### config.mk
export PLATFORM = sky130hd
export DESIGN_NAME = ssc_stream_counter
export DESIGN_NICKNAME = d
export VERILOG_FILES = /design/src/rtl/ssc_pkg.sv /design/src/rtl/ssc_ctrl.sv /design/src/rtl/ssc_tick_sel.sv /design/src/rtl/ssc_counter.sv /design/src/rtl/ssc_regfile.sv /design/src/rtl/ssc_stream_counter.sv
export SDC_FILE = /design/constraint.sdc
export NUM_CORES = 1
export LEC_CHECK = 0
export ABC_CLOCK_PERIOD_IN_PS = 8600
export BUFFER_PORTS_ARGS = -buffer_cell sky130_fd_sc_hd__buf_2
export CORE_AREA = 2 2 130 132
export CTS_CLUSTER_SIZE = 24
export DETAILED_ROUTE_END_ITERATION = 7
export DIE_AREA = 0 0 132 134
export PLACE_DENSITY = 0.69
export SLEW_MARGIN = 20
export SYNTH_ARGS = -nofsm -noshare
export SYNTH_HDL_FRONTEND = slang
export SYNTH_HIERARCHICAL = 1
export SYNTH_SLANG_ARGS = --single-unit
### constraint.sdc
create_clock -name clk -period 8.6 [get_ports clk]
set_input_delay 0.86 -clock clk [delete_from_list [all_inputs] [get_ports clk]]
set_output_delay 0.86 -clock clk [all_outputs]
set_load 0.05 [all_outputs]
### src/rtl/ssc_pkg.sv
package ssc_pkg;

    typedef enum logic [1:0] {
        A_CTRL = 2'd0,
        A_VOL  = 2'd1,
        A_CNT  = 2'd2,
        A_CMP  = 2'd3
    } reg_addr_e;

    typedef enum logic {
        ST_STOP = 1'b0,
        ST_RUN  = 1'b1
    } run_state_e;

    localparam int B_RUN   = 0;
    localparam int B_SRATE = 1;
    localparam int B_MASK  = 2;
    localparam int B_STAT  = 3;
    localparam int B_MOFF  = 4;
    localparam int B_CLR   = 5;
    localparam int B_DRATE = 6;
    localparam int CTRL_W  = 7;

endpackage

### src/rtl/ssc_ctrl.sv
module ssc_ctrl
    import ssc_pkg::*;
#(
    parameter int DATA_W = 32
) (
    input  logic              clk,
    input  logic              rst_n,
    input  logic              ctrl_wr,
    input  logic [CTRL_W-1:0] ctrl_wdata,
    input  logic              match_hit,
    output logic              run,
    output logic              srate,
    output logic              mask,
    output logic              moff,
    output logic              drate,
    output logic              status,
    output logic              clr_pulse,
    output logic [DATA_W-1:0] ctrl_rd
);

    localparam int PAD_W = DATA_W - CTRL_W;

    run_state_e state_q, state_d;

    always_comb begin
        state_d = state_q;
        unique case (state_q)
            ST_STOP: if (ctrl_wr && ctrl_wdata[B_RUN])  state_d = ST_RUN;
            ST_RUN:  if (ctrl_wr && !ctrl_wdata[B_RUN]) state_d = ST_STOP;
            default: state_d = ST_STOP;
        endcase
    end

    always_ff @(posedge clk) begin
        if (!rst_n) state_q <= ST_STOP;
        else        state_q <= state_d;
    end

    always_comb begin
        unique case (state_q)
            ST_RUN:  run = 1'b1;
            default: run = 1'b0;
        endcase
    end

    always_ff @(posedge clk) begin
        if (!rst_n) begin
            srate <= 1'b0;
            mask  <= 1'b0;
            moff  <= 1'b0;
            drate <= 1'b0;
        end else if (ctrl_wr) begin
            srate <= ctrl_wdata[B_SRATE];
            mask  <= ctrl_wdata[B_MASK];
            moff  <= ctrl_wdata[B_MOFF];
            drate <= ctrl_wdata[B_DRATE];
        end
    end

    logic stat_set, stat_clr;
    assign stat_set = match_hit && !moff;
    assign stat_clr = ctrl_wr && ctrl_wdata[B_STAT];

    always_ff @(posedge clk) begin
        if (!rst_n)        status <= 1'b0;
        else if (stat_set) status <= 1'b1;
        else if (stat_clr) status <= 1'b0;
    end

    assign clr_pulse = ctrl_wr && ctrl_wdata[B_CLR];

    assign ctrl_rd = {{PAD_W{1'b0}}, drate, 1'b0, moff, status, mask, srate, run};

endmodule

### src/rtl/ssc_tick_sel.sv
module ssc_tick_sel (
    input  logic tick_32k,
    input  logic tick_48k,
    input  logic srate,
    input  logic run,
    output logic step
);

    always_comb begin
        unique case (srate)
            1'b1:    step = run && tick_48k;
            default: step = run && tick_32k;
        endcase
    end

endmodule

### src/rtl/ssc_counter.sv
module ssc_counter #(
    parameter int W = 32
) (
    input  logic         clk,
    input  logic         rst_n,
    input  logic         step,
    input  logic         clr,
    input  logic         ld,
    input  logic [W-1:0] ld_val,
    input  logic [W-1:0] cmp,
    output logic [W-1:0] cnt,
    output logic         hit,
    output logic         inc
);

    logic [W-1:0] cnt_next;

    assign cnt_next = cnt + W'(1);
    assign inc      = step && !clr && !ld;
    assign hit      = inc && (cnt_next == cmp);

    always_ff @(posedge clk) begin
        if (!rst_n)   cnt <= '0;
        else if (clr) cnt <= '0;
        else if (ld)  cnt <= ld_val;
        else if (inc) cnt <= cnt_next;
    end

endmodule

### src/rtl/ssc_regfile.sv
module ssc_regfile
    import ssc_pkg::*;
#(
    parameter int DATA_W = 32
) (
    input  logic              clk,
    input  logic              rst_n,
    input  logic              wr_en,
    input  logic [1:0]        addr,
    input  logic [DATA_W-1:0] wdata,
    input  logic [DATA_W-1:0] ctrl_rd,
    input  logic [DATA_W-1:0] cnt,
    output logic [DATA_W-1:0] cmp,
    output logic [DATA_W-1:0] rdata
);

    localparam int NWORD = 2;
    localparam reg_addr_e WADDR [NWORD] = '{A_VOL, A_CMP};

    logic [DATA_W-1:0] word_q [NWORD];

    for (genvar i = 0; i < NWORD; i++) begin : g_word
        always_ff @(posedge clk) begin
            if (!rst_n)                                   word_q[i] <= '0;
            else if (wr_en && (addr == 2'(WADDR[i])))     word_q[i] <= wdata;
        end
    end

    assign cmp = word_q[1];

    always_comb begin
        unique case (reg_addr_e'(addr))
            A_CTRL:  rdata = ctrl_rd;
            A_VOL:   rdata = word_q[0];
            A_CNT:   rdata = cnt;
            A_CMP:   rdata = word_q[1];
            default: rdata = '0;
        endcase
    end

endmodule

### src/rtl/ssc_stream_counter.sv
module ssc_stream_counter
    import ssc_pkg::*;
#(
    parameter int DATA_W = 32
) (
    input  logic              clk,
    input  logic              rst_n,
    input  logic              wr_en,
    input  logic [1:0]        addr,
    input  logic [DATA_W-1:0] wdata,
    output logic [DATA_W-1:0] rdata,
    input  logic              tick_32k,
    input  logic              tick_48k,
    output logic              irq,
    output logic              dma_rate_48k
);

    logic              wr_ctrl, wr_cnt;
    logic              run, srate, mask, moff, drate, status, clr_pulse;
    logic              step, hit, inc;
    logic [DATA_W-1:0] ctrl_rd, cnt_q, cmp_q;

    assign wr_ctrl = wr_en && (addr == 2'(A_CTRL));
    assign wr_cnt  = wr_en && (addr == 2'(A_CNT));

    ssc_ctrl #(.DATA_W(DATA_W)) u_ctrl (
        .clk        (clk),
        .rst_n      (rst_n),
        .ctrl_wr    (wr_ctrl),
        .ctrl_wdata (wdata[CTRL_W-1:0]),
        .match_hit  (hit),
        .run        (run),
        .srate      (srate),
        .mask       (mask),
        .moff       (moff),
        .drate      (drate),
        .status     (status),
        .clr_pulse  (clr_pulse),
        .ctrl_rd    (ctrl_rd)
    );

    ssc_tick_sel u_tick (
        .tick_32k (tick_32k),
        .tick_48k (tick_48k),
        .srate    (srate),
        .run      (run),
        .step     (step)
    );

    ssc_counter #(.W(DATA_W)) u_cnt (
        .clk    (clk),
        .rst_n  (rst_n),
        .step   (step),
        .clr    (clr_pulse),
        .ld     (wr_cnt),
        .ld_val (wdata),
        .cmp    (cmp_q),
        .cnt    (cnt_q),
        .hit    (hit),
        .inc    (inc)
    );

    ssc_regfile #(.DATA_W(DATA_W)) u_regs (
        .clk     (clk),
        .rst_n   (rst_n),
        .wr_en   (wr_en),
        .addr    (addr),
        .wdata   (wdata),
        .ctrl_rd (ctrl_rd),
        .cnt     (cnt_q),
        .cmp     (cmp_q),
        .rdata   (rdata)
    );

    assign irq          = status && mask;
    assign dma_rate_48k = !drate;

endmodule

### After elaboration in Yosys (flattened, before gate mapping)

Memories as Yosys holds them, arrays and structs flattened.
Index checks and enable logic that the tools add are counted.

* input bits: 39
* register bits after elaboration: 38
* memories: 1
* output and inout port bits: 34
* bits in writable memories: 64

* reductions and logical operators: 24
* add/subtract/negate cells: 1
* mux-type cells: 19
* equality and inequality tests: 4
* bitwise logic cells: 4

Memory list
* u_regs.word_q: depth 2, width 32, read ports 2, clocked after Yosys merged registers in 0, wr ports 2, line ssc_regfile.sv:20 `logic [DATA_W-1:0] word_q [NWORD];`

Operator list (count)
* 32-bit 2-to-1 mux: 4
* 32-bit one-hot mux with 4 select lines: 1
* 32-bit by 1-bit adder with 32-bit output, second input constant: 1
* 32-bit == test: 1
* 1-bit logical AND: 15
* 1-bit 2-to-1 mux: 13
* 1-bit zero test: 5
* 2-bit == test, second input constant: 2
* 2-bit nonzero test: 2
* 2-bit by 1-bit == test with 1-bit output, second input constant: 1
* 2-bit zero test: 1
* 1-bit inverter: 2
* 1-bit OR: 2
* 1-bit one-hot mux with 2 select lines: 1
* 2-bit OR reduction: 1

### Logic depth before layout (Yosys ltp)

* depth in word-level cells: 9
* depth in mapped cells: 11
* depth with buffers taken out: 9

### Modules after synthesis

Netlist, hierarchy kept.

Modules (own cells, without submodules)
* ssc_regfile: cells an instance 220, times used 1, seq. area each 1921.8 um^2, area each 3236.9 um^2
* ssc_counter: cells an instance 358, times used 1, seq. area each 640.6 um^2, area each 2616.3 um^2
* ssc_ctrl: cells an instance 54, times used 1, seq. area each 120.1 um^2, area each 485.5 um^2
* ssc_stream_counter: cells an instance 4, times used 1, seq. area each 0.0 um^2, area each 31.3 um^2
* ssc_tick_sel: cells an instance 2, times used 1, seq. area each 0.0 um^2, area each 16.3 um^2

### Worst setup path after synthesis

OpenSTA, ideal clock, no wires.

* kind: input to register
* start: input port addr[1]
* end: memory u_regs.word_q[0][0] (enable)
* stages on the path: 4
* setup slack: 4582 ps
* path buffers: 2
* data arrival time: 3552 ps
* data required time: 8134 ps
* library setup time: 466 ps
* cell sequence: buf_2 nand2b_1 clkbuf_1 o21ai_0

RTL lines
* start: declaration: line ssc_stream_counter.sv:9 `input logic [1:0] addr,`
* end: declaration: line ssc_regfile.sv:20

### Final worst setup path

* start: input port addr[1]
* end: register u_ctrl.status

* cells in the longest elaborated chain, start to end: 9

Ends and longest elaborated chain
* 2-bit zero test (*): line ssc_stream_counter.sv:23 `assign wr_ctrl = wr_en && (addr == 2'(A_CTRL));`
* 1-bit logical AND (*): line ssc_stream_counter.sv:23
* named net wr_ctrl: line ssc_stream_counter.sv:18 `logic wr_ctrl, wr_cnt;`
* 1-bit logical AND (*): line ssc_ctrl.sv:70 `assign clr_pulse = ctrl_wr && ctrl_wdata[B_CLR];`
* named net clr_pulse: line ssc_stream_counter.sv:19 `logic run, srate, mask, moff, drate, status, clr_pulse;`
* 1-bit zero test (*): line ssc_counter.sv:19 `assign inc = step && !clr && !ld;`
* 1-bit logical AND (*) (2 in a row): line ssc_counter.sv:19
* 1-bit logical AND (*): line ssc_counter.sv:20 `assign hit = inc && (cnt_next == cmp);`
* named net hit: line ssc_stream_counter.sv:20 `logic step, hit, inc;`
* 1-bit logical AND (*): line ssc_ctrl.sv:61 `assign stat_set = match_hit && !moff;`
* 1-bit 2-to-1 mux / 2-bit nonzero test (equally long branches)
* end signal: assignment: line ssc_ctrl.sv:65 `if (!rst_n) status <= 1'b0;`
* end signal: assignment: line ssc_ctrl.sv:66 `else if (stat_set) status <= 1'b1;`
* end signal: assignment: line ssc_ctrl.sv:67 `else if (stat_clr) status <= 1'b0;`
* end: declaration: line ssc_ctrl.sv:16 `output logic status,`

Mark *: on every way through the listed nets, which the timed path passes. The rest lies on a longest branch.
A chain may end at the register's enable or synchronous reset.

==> results.cfg <==
[place]
post-place-ws_ns = 4.74
hpwl_um = 10800
portBuffers = 72
place_congestion = 0.845

[job]
drv_cap = 0

[critical_path]
path_class = in2reg
critPathArrivalTime_ns = 3.83
critPathLaunchType = primary input
critPathRequiredTime_ns = 8.89
critPathLaunch = addr[1]
reg2reg_from = u_cnt/cnt[0]
critical_path.max_fanout = 36
cp-end-kind = register

[global_route]
grt_start_max_net_pins = 54
overflow = 0
antenna_found_initial = 0
grt_usage = 0.184
grt_pass1_vias = 4757
grt_pass1_wl_um = 25400

[clock_network]
cts_tree = done
h-tree-depth = 3
clockRootBuffer = clkbuf_16
cts_buffers = 9
cts.repair.resized = 0
postCtsSetupRepairBufs = 0
clock-sinks = 102
clkTransAtPathRegs_ns = 0.07
clk_latency_ns = 0.35
clk_path_buf_depth = 2
hold_buffers = 0

[routing]
drt_pre_antenna_iters = 5
drc_errors = 0
wl_per_cell_um = 17.6
vias_per_cell = 5.33
vias = 4794
drt-initial-drc-count = 494
route.antenna.remaining_nets = 0
wl_um = 15900

[sta]
min_period_over_period = 0.412
period_needed_ns = 3.54
rsz0062_at_grt = no
tightest_slew_ns = 0.904
setup_viol = 0
fmax_mhz = 282
setup-tns-final_ns = 0
setup_ws_ns = 5.06
relSlewSlack = 0.397
finClkSkew_ns = 0.00404
final-max-slew-violation-count = 0
finalHoldViolCount = 0

[yosys]
ys.warnings.count = 6
synthCells = 637
syn_avg_cell_area_um2 = 10.0
syn_area_um2 = 6380

[final_layout]
nFillCells = 1571
finalCoreUtilization = 0.430
area_growth_pct = 9.66
antenna_cells = 0
drive_gt1_frac = 0.194
fin_nets = 714

[power_and_ir_drop]
peakVddDrop_uv = 90.9
p_leak_nw = 2.50
power_density_nw_per_um2 = 174

[die]
die_h_um = 134
rows = 47
core_area_um2 = 16300
die_width_um = 132
io_pins = 73
fp.dieArea_um2 = 17700
initial_core_util = 0.392

[min_path]
hold_class = reg2reg

[run_status]
status = finished clean
==> sequential cells by signal (all words and copies together), names as in the netlist, named ones only <==
name	cells
u_ctrl/mask	1
u_ctrl/drate	1
u_regs/word_q	64
u_ctrl/status	1
u_ctrl/srate	1
u_ctrl/moff	1
u_cnt/cnt	32
==> per-layer routing <==
| layer | track usage | vias to the layer above | share of wire | wire length [µm] |
|---|---|---|---|---|
| li1 | - | 2287 | - | - |
| met1 | 0.241 | 2341 | 0.45 | 7090 |
| met2 | 0.311 | 148 | 0.48 | 7680 |
| met3 | 0.0355 | 18 | 0.055 | 866 |
| met4 | 0.0550 | 0 | 0.015 | 232 |
| met5 | 0 | - | 0 | 0 |
==> through the flow <==
stage          power [mW]  cell area, µm²  std cells  hold slack [ns]
2_1_floorplan       0.747            6480        662            0.485
3_3_place_gp        0.791            6690        883            0.524
3_5_place_dp        0.793            6690        883            0.539
4_1_cts              1.22            7000        899            0.551
5_1_grt              1.26            7000        899            0.562
6_report             1.22            7000        899            0.547
==> critical path: stages <==
cell and delay (ns):
buf_2 0.68, nor3b_2 0.29, and2_1 0.24, nand2b_1 0.38
nor4_1 0.37, o2111ai_1 0.14, or3_1 0.32, nor4_1 0.25
o211a_1 0.18, a32o_1 0.11
==> placed cells by master, fill, tap and decap left out, types with 4 or more instances in the layout <==
cell,instances
a21oi_1,28
a31oi_1,5
and4_1,4
buf_2,72
buf_4,9
clkbuf_16,9
conb_1,26
dfxtp_1,38
edfxtp_1,64
inv_1,4
mux2i_1,17
mux4_2,29
nand2_1,22
nand3_1,48
nand4_1,16
nor2_1,121
nor2b_1,11
nor3_1,12
nor4_1,7
o21ai_0,12
or3_1,12
xnor2_1,41
xor2_1,33
==> area by class of cell <==
type	instances	area, µm²	share of cell area
clock buffer	11	233	0.0332
clock inverter	5	73.8	0.0105
inverter	4	15.0	0.00215
multi-input combinational	476	3290	0.470
sequential	102	2680	0.383
tap	220	275	0.0393
timing repair buffer	81	428	0.0611
==> path summary, 6_finish.rpt <==
kind | slack, ns | cells past startpoint | to
max | 5.06 | 10 | u_ctrl/status
min | 0.55 | 2 | register
max reg2reg | 5.42 | 10 | u_ctrl/status
min reg2reg | 0.55 | 2 | register
==> power breakdown <==
group | total, mW | switching, mW | internal, mW
Clock | 0.433 | 0.180 | 0.254
Sequential | 0.571 | 0.0215 | 0.549
Combinational | 0.212 | 0.142 | 0.0704
No activity file was read; power rests on OpenSTA's default activity.
